<file path="src/rtl/hop_power_seq.sv">
module hop_power_seq #(
  parameter int W = 8
) (
  input  logic         clk,
  input  logic         rst_n,
  input  logic         hop,
  input  logic         dir_tx,
  input  logic         retune_en,
  input  logic [W-1:0] rx_ana_on_dly,
  input  logic [W-1:0] tx_ana_on_dly,
  input  logic [W-1:0] guard_dly,
  input  logic [W-1:0] pll_retune_dly,
  input  logic [W-1:0] rx_if_on_dly,
  input  logic [W-1:0] tx_if_on_dly,
  input  logic [W-1:0] rx_if_hold_dly,
  output logic         rx_ana_en,
  output logic         rx_lna_en,
  output logic         tx_ana_en,
  output logic         rx_if_en,
  output logic         tx_if_en
);
  localparam int NCH = 4;

  logic         cur_tx;
  logic [W-1:0] rx_base, rx_eff, tx_eff;
  logic [W-1:0] dly  [NCH];
  logic         want [NCH];
  logic         en   [NCH];
  logic         hold_act;
  logic [W-1:0] hold_cnt;

  assign rx_base = (cur_tx && guard_dly > rx_ana_on_dly) ? guard_dly : rx_ana_on_dly;
  assign rx_eff  = (retune_en && pll_retune_dly > rx_base) ? pll_retune_dly : rx_base;
  assign tx_eff  = (retune_en && pll_retune_dly > tx_ana_on_dly) ? pll_retune_dly : tx_ana_on_dly;

  assign dly[0] = rx_eff;       assign want[0] = !dir_tx;
  assign dly[1] = tx_eff;       assign want[1] = dir_tx;
  assign dly[2] = rx_if_on_dly; assign want[2] = !dir_tx;
  assign dly[3] = tx_if_on_dly; assign want[3] = dir_tx;

  always_ff @(posedge clk) begin
    if (!rst_n)   cur_tx <= 1'b0;
    else if (hop) cur_tx <= dir_tx;
  end

  for (genvar ch = 0; ch < NCH; ch++) begin : g_ch
    logic         on_q, pend;
    logic [W-1:0] cnt;
    always_ff @(posedge clk) begin
      if (!rst_n) begin
        on_q <= 1'b0;
        pend <= 1'b0;
        cnt  <= '0;
      end else if (hop) begin
        on_q <= want[ch] && dly[ch] == '0;
        pend <= want[ch] && dly[ch] != '0;
        cnt  <= dly[ch];
      end else if (pend) begin
        cnt <= cnt - 1'b1;
        if (cnt == W'(1)) begin
          on_q <= 1'b1;
          pend <= 1'b0;
        end
      end
    end
    assign en[ch] = on_q;
  end

  always_ff @(posedge clk) begin
    if (!rst_n) begin
      hold_act <= 1'b0;
      hold_cnt <= '0;
    end else if (hop) begin
      hold_act <= rx_if_en && rx_if_hold_dly != '0;
      hold_cnt <= rx_if_hold_dly;
    end else if (hold_act) begin
      hold_cnt <= hold_cnt - 1'b1;
      if (hold_cnt == W'(1)) hold_act <= 1'b0;
    end
  end

  assign rx_ana_en = en[0];
  assign rx_lna_en = en[0];
  assign tx_ana_en = en[1];
  assign rx_if_en  = en[2] | hold_act;
  assign tx_if_en  = en[3];
endmodule

</file>
<file path="config.mk">
export PLATFORM = sky130hd
export DESIGN_NAME = hop_power_seq
export DESIGN_NICKNAME = d
export VERILOG_FILES = /design/src/rtl/hop_power_seq.sv
export SDC_FILE = /design/constraint.sdc
export NUM_CORES = 1
export LEC_CHECK = 0
export BUFFER_PORTS_ARGS = -buffer_cell sky130_fd_sc_hd__buf_2
export CAP_MARGIN = 25
export CORE_ASPECT_RATIO = 0.5
export CORE_MARGIN = 4
export CORE_UTILIZATION = 41
export DETAILED_ROUTE_END_ITERATION = 12
export PLACE_DENSITY = 0.72
export RECOVER_POWER = 25
export SLEW_MARGIN = 20
export SYNTH_ARGS = -nofsm -noshare
export SYNTH_HDL_FRONTEND = slang
export SYNTH_SLANG_ARGS = --single-unit
export TNS_END_PERCENT = 1
</file>
<file path="constraint.sdc">
create_clock -name clk -period 11.4 [get_ports clk]
set_clock_uncertainty 0.15 [all_clocks]
set_input_delay 2.28 -clock clk [delete_from_list [all_inputs] [get_ports clk]]
set_output_delay 2.28 -clock clk [all_outputs]
set_load 0.02 [all_outputs]
</file>
Yosys cells after proc, flatten, opt, wreduce, memory -nomap -nowiden:

Index checks and enable logic that the tools add are counted.

* flip-flop bits (word level): 50
* latch bits: 0
* memory bits (writable): 0
* bits in read-only memories: 0
* bits of input ports: 61
* output and inout bits: 5
* word-level logic and storage cells: 104
* memories kept: 0

* $add $sub $neg: 5
* multipliers: 0
* div/mod/pow operators: 0
* magnitude comparators: 3
* equality and inequality tests: 5
* shift-type cells: 0
* multiplexer cells: 40
* bitwise logic cells: 1
* reductions and logical operators: 35

Operators with widths (number)
* 8-bit two-way mux: 13
* 8-bit by 1-bit equality test with 1-bit output (second input constant): 5
* 8-bit nonzero test: 5
* 8-bit by 1-bit subtractor with 8-bit output (second input constant): 5
* 8-bit zero test: 4
* 1-bit two-way mux: 27
* 8-bit > comparator: 3
* 2-bit nonzero test: 9
* 1-bit logical AND: 12
* 2-bit AND reduction: 4
* 1-bit zero test: 1
* 1-bit bitwise OR: 1

Longest topological paths before layout:

Gate-level depths: netlist of run 1.

* depth in word-level cells: 9
* gate-level depth with buffers: 16
* mapped depth without buffers: 14

Worst setup path before layout of run 1:

OpenSTA, ideal clock, no wires.

* path kind: in2reg
* start: input rx_ana_on_dly[1]
* end: register g_ch[0].on_q, in the netlist rx_ana_en
* library setup time: 87 ps
* arrival time: 5118 ps
* required time: 11163 ps
* setup slack: 6045 ps
* stages on the path: 16
* path buffers: 2
* path through: inv_1 ha_1 nor2b_1 o211a_1 o2111ai_1 and2_1 buf_2 mux2i_1 ha_1 nor2b_1 o211ai_1 a21oi_1 o21ai_1 clkbuf_1 nand2_1 o31ai_1

* word-level cells in the longest chain between the ends: 9

Ends and longest elaborated chain
* from (decl): line 9 `input logic [W-1:0] rx_ana_on_dly,`
* 8-bit > comparator: line 32 `assign rx_base = (cur_tx && guard_dly > rx_ana_on_dly) ? guard_dly : rx_ana_on_dly;`
* 1-bit logical AND: line 32
* 8-bit two-way mux (*): line 32
* 8-bit > comparator: line 33 `assign rx_eff = (retune_en && pll_retune_dly > rx_base) ? pll_retune_dly : rx_base;`
* 1-bit logical AND: line 33
* 8-bit two-way mux (*): line 33
* 8-bit zero test (*): line 55 `on_q <= want[ch] && dly[ch] == '0;`
* 1-bit logical AND (*): line 55
* 1-bit two-way mux (*): line 54 `end else if (hop) begin`
* to (signal assigned): line 51 `on_q <= 1'b0;`
* to (signal assigned): line 55
* to (signal assigned): line 61 `on_q <= 1'b1;`
* to (decl): line 47 `logic on_q, pend;`

Every way passes the cells marked *; elsewhere a longest branch is shown, timed or not.
A chain may end at the register's enable or synchronous reset.

Worst setup path in the final report of run 1:

* start: input rx_ana_on_dly[1]
* end: register g_ch[0].cnt[7]

* word-level cells in the longest chain between the ends: 7

Ends and longest elaborated chain
* 8-bit > comparator: line 32
* 1-bit logical AND: line 32
* 8-bit two-way mux (*): line 32
* 8-bit > comparator: line 33
* 1-bit logical AND: line 33
* 8-bit two-way mux (*): line 33
* 8-bit two-way mux (*): line 54
* to (signal assigned): line 57 `cnt <= dly[ch];`
* to (signal assigned): line 59 `cnt <= cnt - 1'b1;`
* to (decl): line 48 `logic [W-1:0] cnt;`

Marked as above.

==> results.toml, run 1 <==
[run_status]
status = "complete, but fails checks"
failed_checks = "max-capacitance violations, max-slew violations"

[critical_path]
ff2ff_setup_slack_ns = 7.68
r2r-start = "cur_tx"
cp.required_ns = 11.45
endpoint = "g_ch[0].cnt[7]"
rr_endpoint = "g_ch[0].cnt[7]"
worstPathArrival_ns = 6.27
crit_start = "rx_ana_on_dly[1]"
crit_path_start_kind = "input port"
reg2reg_depth = 10
crit_fanout = 14
crit_type = "input port to flip-flop"
end_kind = "flip-flop"

[route]
post_drt_wl_per_cell_um = 14.1
routed-wl-met3_um = 382
first_iter_violations = 172
top_layer = "met4"
ant_nets = 0
wl_met2_mm = 3.85
vias_per_cell = 5.36
drc_errors = 0
m1WireLength_mm = 4.33
firstDrtPassIters = 4
vias = 3263
drt_wl_total_mm = 8.61

[worst_hold_path]
holdCritPathClass = "flip-flop to flip-flop"

[clock_network]
insertion_delay_ns = 0.29
root_buffer = "clkbuf_16"
path_clk_slew_ns = 0.07
cts_hold_buf = 0
numCtsBuffers = 5
cts_tree = "done"
h-tree-depth = 2
clockBufferDepth = 2
postCtsSetupBuffers = 0
clock_sinks = 50
cts-resized-gates = 0

[synthesis]
synthCells = 444
ys_types = 48
synth_flop_cell = "dfxtp_1"
synthTopCellsByArea = "dfxtp_1, ha_1, nand2_1, xor2_1, a21oi_1"
synth_edf_count = 0
synth.top_cell.area_share_pct = 28.5
synth_nets = 539
ys_ff_latch = 50
yosysWarnings = 0
ys_async_sr_fraction_pct = 0
yosysTopAreaCell = "dfxtp_1"
syn-mean-instance-area_um2 = 7.90
synth.yosys.seq_area_share_pct = 28.5
syn_area_um2 = 3510

[sta]
slew_violations = 61
fin_tns_setup_ns = 0
slew_headroom_pct = -64.8
hold_ws_ns = 0.392
tightest_slew_ns = 2.47
finalHoldViolCount = 0
finalCriticalPeriod_ns = 6.23
period_share_pct = 54.6
rsz0062_at_grt = "no"
setup_viol = 0
worst_slack_ns = 5.17
fmax_ghz = 0.161

[pwr]
leakage_nw = 1.83
ir_drop_mv = 0.0709
finalPower_w = 0.000473
power_density_nw_per_um2 = 117

[layout]
area_growth_pct = 15.6
drive_gt1_share_pct = 15.1
multi_input_area_um2 = 2310
final.fill_count = 817
n_antenna_cell = 0
nets = 591
register_area_um2 = 1000

[place]
numPortBuffers = 65
pre_cts_ws_ns = 5.02
post-dp-hpwl_mm = 6.50
gp_congestion = 0.870

[floorplanning]
die_w_um = 139
io-pin-count = 66
initial_utilization_pct = 42.9
die_h_um = 73.4
dieArea_um2 = 10200
core_region_area_um2 = 8170
rows = 23

[flow_run]
max-cap-violations = 1

[global_routing]
grt_max_degree = 61
grt_usage_pct = 16.9
grt_pass1_vias = 3034
grt_first_pass_wirelength_mm = 14.4
overflow = 0
antenna_found_initial = 0
==> sequential cells by signal, summed over array words and instances, names as in the netlist <==
register,flops
g_ch.on_q,1
hold_act,1
cur_tx,1
hold_cnt,8
g_ch.pend,4
tx_ana_en,1
g_ch.cnt,32
rx_ana_en,1
tx_if_en,1
==> worst max-delay path, cell delays in order <==
cell	delay (ns)
buf_2	0.11
inv_1	0.05
ha_1	0.30
nor2b_1	0.13
o211a_1	0.19
o2111ai_1	0.25
and2_1	0.47
mux2i_1	0.32
ha_1	0.28
nor2b_1	0.13
o211ai_1	0.15
a21oi_1	0.08
o21ai_1	0.73
nand3_1	0.39
o221ai_1	0.41
==> cells in the mapped netlist, types with 4 or more instances <==
cell type and instances:
nor4_1 15, nand3_1 16, nand4_1 6, inv_1 28
a211oi_1 15, ha_1 34, dfxtp_1 50, o21ai_1 6
a21oi_1 35, o21a_1 4, o21ai_0 9, nor2_1 42
inv_2 4, or4_1 5, mux2i_1 16, nor3_1 11
o221ai_1 7, xnor2_1 13, nand2_1 49, xor2_1 21
clkbuf_1 18
==> cell type report <==
cell class,count,share of cell area [%]
inverter,32,2.96
clock buffer,5,3.09
clock inverter,3,1.08
timing repair buffer,65,7.84
tap,112,3.46
sequential,50,24.7
multi-input combinational,342,56.9
==> report_power, final <==
part | leakage [nW] | internal [W] | switching (W)
Sequential | 0.414 | 0.000188 | 0.0000134
Combinational | 1.33 | 0.0000451 | 0.0000572
Clock | 0.0842 | 0.000104 | 0.0000656
Total | 1.83 | 0.000337 | 0.000136
==> cell families after synthesis <==
| logic type | share of synthesized area, % |
|---|---|
| DFF | 28.5 |
| adders and majority gates | 12.1 |
| and+or+nand+nor | 23.0 |
| xor gates and xnor gates | 8.49 |
| buffers and inverters | 5.71 |
| AOI/OAI and AO/OA | 17.3 |
| muxes | 4.89 |
==> cells in the final DEF (no fill, tap or decap), types with 3 or more instances in the layout <==
| master | netlist | routed |
|---|---|---|
| ha_1 | 34 | 34 |
| inv_1 | 28 | 28 |
| nor3_1 | 11 | 11 |
| a211oi_1 | 15 | 15 |
| o21ai_1 | 6 | 6 |
| nand4_1 | 6 | 6 |
| nor2b_1 | 3 | 3 |
| mux2i_1 | 16 | 16 |
| or3_1 | 3 | 3 |
| inv_2 | 4 | 4 |
| clkbuf_16 | 0 | 5 |
| nand3_1 | 16 | 16 |
| o221ai_1 | 7 | 7 |
| nor2_1 | 42 | 42 |
| dfxtp_1 | 50 | 50 |
| clkbuf_1 | 18 | 6 |
| o21ai_0 | 9 | 9 |
| o21a_1 | 4 | 4 |
| o211ai_1 | 3 | 3 |
| xnor2_1 | 13 | 13 |
| nand2_1 | 49 | 49 |
| xor2_1 | 21 | 21 |
| a21oi_1 | 35 | 35 |
| or4_1 | 5 | 5 |
| buf_2 | 1 | 59 |
| nor4_1 | 15 | 15 |
==> worst min path at each step <==
stage	start	endpoint	slack, ns	depth (start not counted)
after floorplan	cur_tx	cur_tx	0.33	2
after global placement	hold_cnt[3]	hold_cnt[3]	0.38	2
after detailed placement	hold_cnt[3]	hold_cnt[3]	0.39	2
after CTS	tx_ana_en	tx_ana_en	0.40	2
after global routing	hold_cnt[3]	hold_cnt[3]	0.45	2
final	tx_ana_en	tx_ana_en	0.39	2
==> layer usage <==
metal	global-route usage (%)	vias to the layer above
li1	-	1690
met1	23.4	1505
met2	28.5	64
met3	3.06	4
met4	2.71	0
met5	0	-
==> stage by stage <==
step	utilization, %	instance area [µm²]	cells
2_1_floorplan	-	3510	444
3_3_place_gp	47.6	3890	601
5_1_grt	49.6	4060	609
4_1_cts	49.7	4060	609
6_report	49.6	4060	609
3_5_place_dp	47.6	3890	601
(Power assumes the default switching activity.)
==> inputs of run 2 (changes only) <==
--- a/config.mk
+++ b/config.mk
@@ -11,7 +11,7 @@
 export CORE_MARGIN = 4
 export CORE_UTILIZATION = 41
 export DETAILED_ROUTE_END_ITERATION = 12
-export PLACE_DENSITY = 0.72
+export PLACE_DENSITY = 0.74
 export RECOVER_POWER = 25
 export SLEW_MARGIN = 20
 export SYNTH_ARGS = -nofsm -noshare
==> constraint.sdc (replaced) <==
create_clock -name clk -period 5.2 [get_ports clk]
set_clock_uncertainty 0.15 [all_clocks]
set_input_delay 1.04 -clock clk [delete_from_list [all_inputs] [get_ports clk]]
set_output_delay 1.04 -clock clk [all_outputs]
set_load 0.02 [all_outputs]
==> run 2 against run 1 <==
The run still ends with max-capacitance violations, max-slew violations left. Routed wire length shrank 1.3%. Hold slack better by 0.0017 ns. Register-to-register slack worse by 5.6 ns. Critical endpoint is now g_ch[0].cnt[6]. Setup slack got worse by 4.4 ns. Core utilization up 0.23 points. Cell count increased by 0.49%. Sequential power rose by 120%. Sequential share of layout area down 0.11 points. Design area rose by 0.46%.
==> results.toml, run 2 (synthesis results as in run 1) <==
[sta]
finalCriticalPeriod_ns = 4.41
slew_violations = 60
finalHoldViolCount = 0
fin_tns_setup_ns = 0
rsz0062_at_grt = "no"
period_share_pct = 84.7
slew_headroom_pct = -61.2
tightest_slew_ns = 2.42
worst_slack_ns = 0.794
setup_viol = 0
fmax_ghz = 0.227

[layout]
top_register = "g_ch.cnt"
drive_gt1_share_pct = 16.0
nets = 594
n_antenna_cell = 0
largest_reg_flops = 32
largestRegisters = "g_ch.cnt: 32 flops, hold_cnt: 8 flops, g_ch.pend: 4 flops"
final_common_cell = "buf_2"
layout_common_cells = "buf_2, dfxtp_1, nand2_1"
area_growth_pct = 16.1

[critical_path]
r2r-start = "cur_tx"
endpoint = "g_ch[0].cnt[6]"
crit_path_start_kind = "input port"
crit_fanout = 10
reg2reg_depth = 10
end_kind = "flip-flop"
crit_type = "input port to flip-flop"
cp.required_ns = 5.24
rr_endpoint = "g_ch[0].cnt[6]"
ff2ff_setup_slack_ns = 2.06
worstPathArrival_ns = 4.44
crit_start = "rx_ana_on_dly[1]"

[floorplanning]
die_w_um = 139
core_region_area_um2 = 8170
dieArea_um2 = 10200
io-pin-count = 66
initial_utilization_pct = 42.9
die_h_um = 73.4
rows = 23

[pwr]
ir_drop_mv = 0.181
power_density_nw_per_um2 = 254
leakage_nw = 1.86

[clock_network]
path_clk_slew_ns = 0.06
root_buffer = "clkbuf_16"
cts_tree = "done"
h-tree-depth = 2
numCtsBuffers = 5
clockBufferDepth = 2
cts-resized-gates = 0
clock_sinks = 50
insertion_delay_ns = 0.29
postCtsSetupBuffers = 0
cts_hold_buf = 0

[route]
ant_nets = 0
vias_per_cell = 5.33
vias = 3260
firstDrtPassIters = 4
drt_wl_total_mm = 8.49
post_drt_wl_per_cell_um = 13.9
drc_errors = 0
first_iter_violations = 203

[global_routing]
grt_max_degree = 60
met1_usage_pct = 22.7
met2_usage_pct = 29.5
grtUsageMet3_pct = 3.77
grt_first_pass_wirelength_mm = 14.6
grt_pass1_vias = 3127
antenna_found_initial = 0
grt_usage_pct = 17.3
busiest_layer = "met2"
overflow = 0

[place]
post-dp-hpwl_mm = 6.42
gp_congestion = 0.927
pre_cts_ws_ns = 0.691
numPortBuffers = 65

[run_status]
status = "complete, but fails checks"
failed_checks = "max-capacitance violations, max-slew violations"

[worst_hold_path]
holdCritPathClass = "flip-flop to flip-flop"

[flow_run]
max-cap-violations = 1
==> run 2: changes by cell type in the layout (fill, tap and decap cells not counted), sizes merged <==
cell	before	now
inv	33	32
buf	59	66
clkbuf	11	9
clkinv	1	0
==> run 2: per-stage QoR <==
stage	utilization [%]	instance area (µm²)	instances	power, W	hold slack (ns)
2_1_floorplan	-	3510	444	0.000600	0.333
3_3_place_gp	47.9	3920	604	0.000670	0.376
3_5_place_dp	47.9	3920	604	0.000675	0.378
4_1_cts	49.9	4080	612	0.00105	0.393
5_1_grt	49.8	4070	612	0.00110	0.430
6_report	49.8	4070	612	0.00103	0.393
==> run 2: how the worst min path moves through the flow <==
stage / start / to / cells after the start / slack [ns]
floorplan: cur_tx / cur_tx / 2 / 0.33
global placement: hold_cnt[3] / hold_cnt[3] / 2 / 0.38
CTS: g_ch[0].cnt[1] / g_ch[0].cnt[1] / 2 / 0.39
detailed placement: g_ch[0].cnt[1] / g_ch[0].cnt[1] / 2 / 0.38
global route: tx_ana_en / tx_ana_en / 2 / 0.43
finish: g_ch[0].cnt[1] / g_ch[0].cnt[1] / 2 / 0.39
==> run 2: power by group <==
group          switching, W  total (W)  leakage [nW]  internal (W)
logic              0.000126   0.000227          1.36      0.000101
registers         0.0000287   0.000442         0.414      0.000413
clock network      0.000137   0.000365        0.0781      0.000228
total              0.000292    0.00103          1.86      0.000741
==> run 2: area by class of cell <==
cell class,count,area [µm²]
fillers,832,4100
multi-input cells,342,2310
clock inverters,1,30.0
well taps,112,140
clock buffers,7,133
flip-flops and latches,50,1000
repair buffers,68,343
inverters,32,120
==> run 2: worst max-delay path, cell delays in order <==
cell and delay (ns):
buf_2 0.10, inv_1 0.04, ha_1 0.29, nor2b_1 0.13
o211a_1 0.20, o2111ai_1 0.26, and2_1 0.48, mux2i_1 0.36
ha_1 0.32, nor2b_1 0.14, o211ai_1 0.15, a21oi_1 0.08
o21ai_1 0.18, nand3_1 0.26, o221ai_1 0.42
==> run 2: layer usage <==
metal  vias up  share of wire, %
li1       1698                 -
met1      1483                49
met2        70                45
met3         9               5.3
met4         0               1.2
met5         -                 0
==> inputs of run 3 (changes only) <==
==> constraint.sdc (replaced) <==
create_clock -name clk -period 3.7 [get_ports clk]
set_clock_uncertainty 0.15 [all_clocks]
set_input_delay 0.74 -clock clk [delete_from_list [all_inputs] [get_ports clk]]
set_output_delay 0.74 -clock clk [all_outputs]
set_load 0.02 [all_outputs]
==> run 3 against run 2 <==
Critical path depth is 2 higher. Global-route usage is 0.22 points higher. Die area stayed put. Hold slack better by 0.0050 ns. Register-to-register slack worse by 1.1 ns. Combinational power is 54% higher. Non-clock buffer count is 17 higher. The flow now finishes without violations. Clock-buffer cell count is 2 lower. Largest cell class unchanged. First-iteration DRC count is 7.9% lower.
==> results.toml, run 3 (synthesis results as in run 1) <==
[layout]
final.fill_count = 805
area_growth_pct = 21.4
largest_reg_flops = 32
fin_util_pct = 52.1
layout_common_cells = "buf_2, dfxtp_1, nand2_1"
final_common_cell = "buf_2"
largestRegisters = "g_ch.cnt: 32 flops, hold_cnt: 8 flops, g_ch.pend: 4 flops"
nets = 611
top_register = "g_ch.cnt"
n_antenna_cell = 0
design_area_um2 = 4260
drive_gt1_share_pct = 20.3

[pwr]
comb_power_share_pct = 24.4
finalPower_w = 0.00143
ir_drop_mv = 0.189
power_frac_seq_pct = 43.4
power.switching_w = 0.000438
intPower_w = 0.000992
switching_share_pct = 30.6
leakage_nw = 1.90
pwr-share-clk_pct = 32.2
power_density_nw_per_um2 = 336

[floorplanning]
rows = 23
io-pin-count = 66
die_w_um = 139
die_h_um = 73.4
core_region_area_um2 = 8170
initial_utilization_pct = 42.9
dieArea_um2 = 10200

[global_routing]
grt_pass1_vias = 3151
overflow = 0
antenna_found_initial = 0
grt_first_pass_wirelength_mm = 14.9
grt_usage_pct = 17.5
grt_max_degree = 34

[sta]
finalCriticalPeriod_ns = 3.53
slew_headroom_pct = 28.4
fmax_ghz = 0.283
tightest_slew_ns = 1.07
fin_tns_setup_ns = 0
rsz0062_at_grt = "no"
finalHoldViolCount = 0
setup_viol = 0
slew_violations = 0
period_share_pct = 95.4

[critical_path]
worstPathArrival_ns = 3.57
crit_type = "input port to flip-flop"
crit_fanout = 6
crit_path_start_kind = "input port"
cp.required_ns = 3.74
end_kind = "flip-flop"

[clock_network]
insertion_delay_ns = 0.29
numCtsBuffers = 5
clockBufferDepth = 2
root_buffer = "clkbuf_16"
h-tree-depth = 2
postCtsSetupBuffers = 0
cts_tree = "done"
path_clk_slew_ns = 0.07
clock_sinks = 50

[route]
firstDrtPassIters = 4
drc_errors = 0
ant_nets = 0
vias = 3334
drt_wl_total_mm = 8.97
post_drt_wl_per_cell_um = 14.3
first_iter_violations = 187
vias_per_cell = 5.30

[place]
gp_congestion = 0.851
post-dp-hpwl_mm = 6.73
numPortBuffers = 65
placed_cell_area_um2 = 4050

[run_status]
status = "finished, final reports clean"

[worst_hold_path]
holdCritPathClass = "flip-flop to flip-flop"

[flow_run]
max-cap-violations = 0
==> run 3: path summary, 6_finish.rpt <==
check	from	to	slack, ns	cells after the start
setup / recovery	rx_ana_on_dly[1]	g_ch[0].cnt[0]	0.17	17
hold / removal	hold_cnt[3]	hold_cnt[3]	0.40	2
setup reg to reg	cur_tx	rx_ana_en	0.98	12
hold reg to reg	hold_cnt[3]	hold_cnt[3]	0.40	2
==> run 3: cell type report <==
type                            instances  area (µm²)  share of cell area (%)
Multi-Input combinational cell        342        2370                    55.7
Tap cell                              112         140                    3.29
Sequential cell                        50        1000                    23.5
Clock buffer                            5         125                    2.94
Timing Repair Buffer                   85         477                    11.2
Clock inverter                          3        21.3                   0.500
Inverter                               32         120                    2.82
==> run 3: worst max-delay path: stages <==
cell and delay, ns:
buf_2 0.09, inv_1 0.04, ha_1 0.31, nor2b_1 0.15, o211a_1 0.21, o2111ai_2 0.20
and2_4 0.19, buf_4 0.11, mux2i_2 0.24, ha_1 0.28, nor2b_1 0.14, o211ai_1 0.15
a21oi_1 0.10, o21ai_2 0.18, buf_4 0.17, o41ai_1 0.06, a41o_1 0.23
==> run 3: per-stage QoR <==
stage	instances	hold WS (ns)	setup WS (ns)
after floorplan	444	0.333	0.0349
after global placement	621	0.376	-0.0221
after detailed placement	621	0.381	-0.171
after CTS	629	0.397	0.138
after global routing	629	0.431	0.00151
final	629	0.398	0.169
==> run 3: power by group through the flow <==
stage               logic [W]  clock network (W)  registers, W
floorplan            0.000222                  0      0.000622
global placement     0.000328                  0      0.000631
detailed placement   0.000335                  0      0.000631
CTS                  0.000338           0.000468      0.000621
global route         0.000394           0.000493      0.000627
finish               0.000349           0.000460      0.000621
==> run 3: what timing repair did <==
action                                 CTS  global route
gates resized for setup                  0            14
endpoints found under the hold margin    0             0
hold buffers                             0             0
setup endpoints to repair                0            10
==> run 3: per-layer routing <==
metal,routed length [µm],track usage [%]
met3,342,2.86
met1,4510,23.9
met5,0,0
met2,4030,29.4
met4,93,4.23
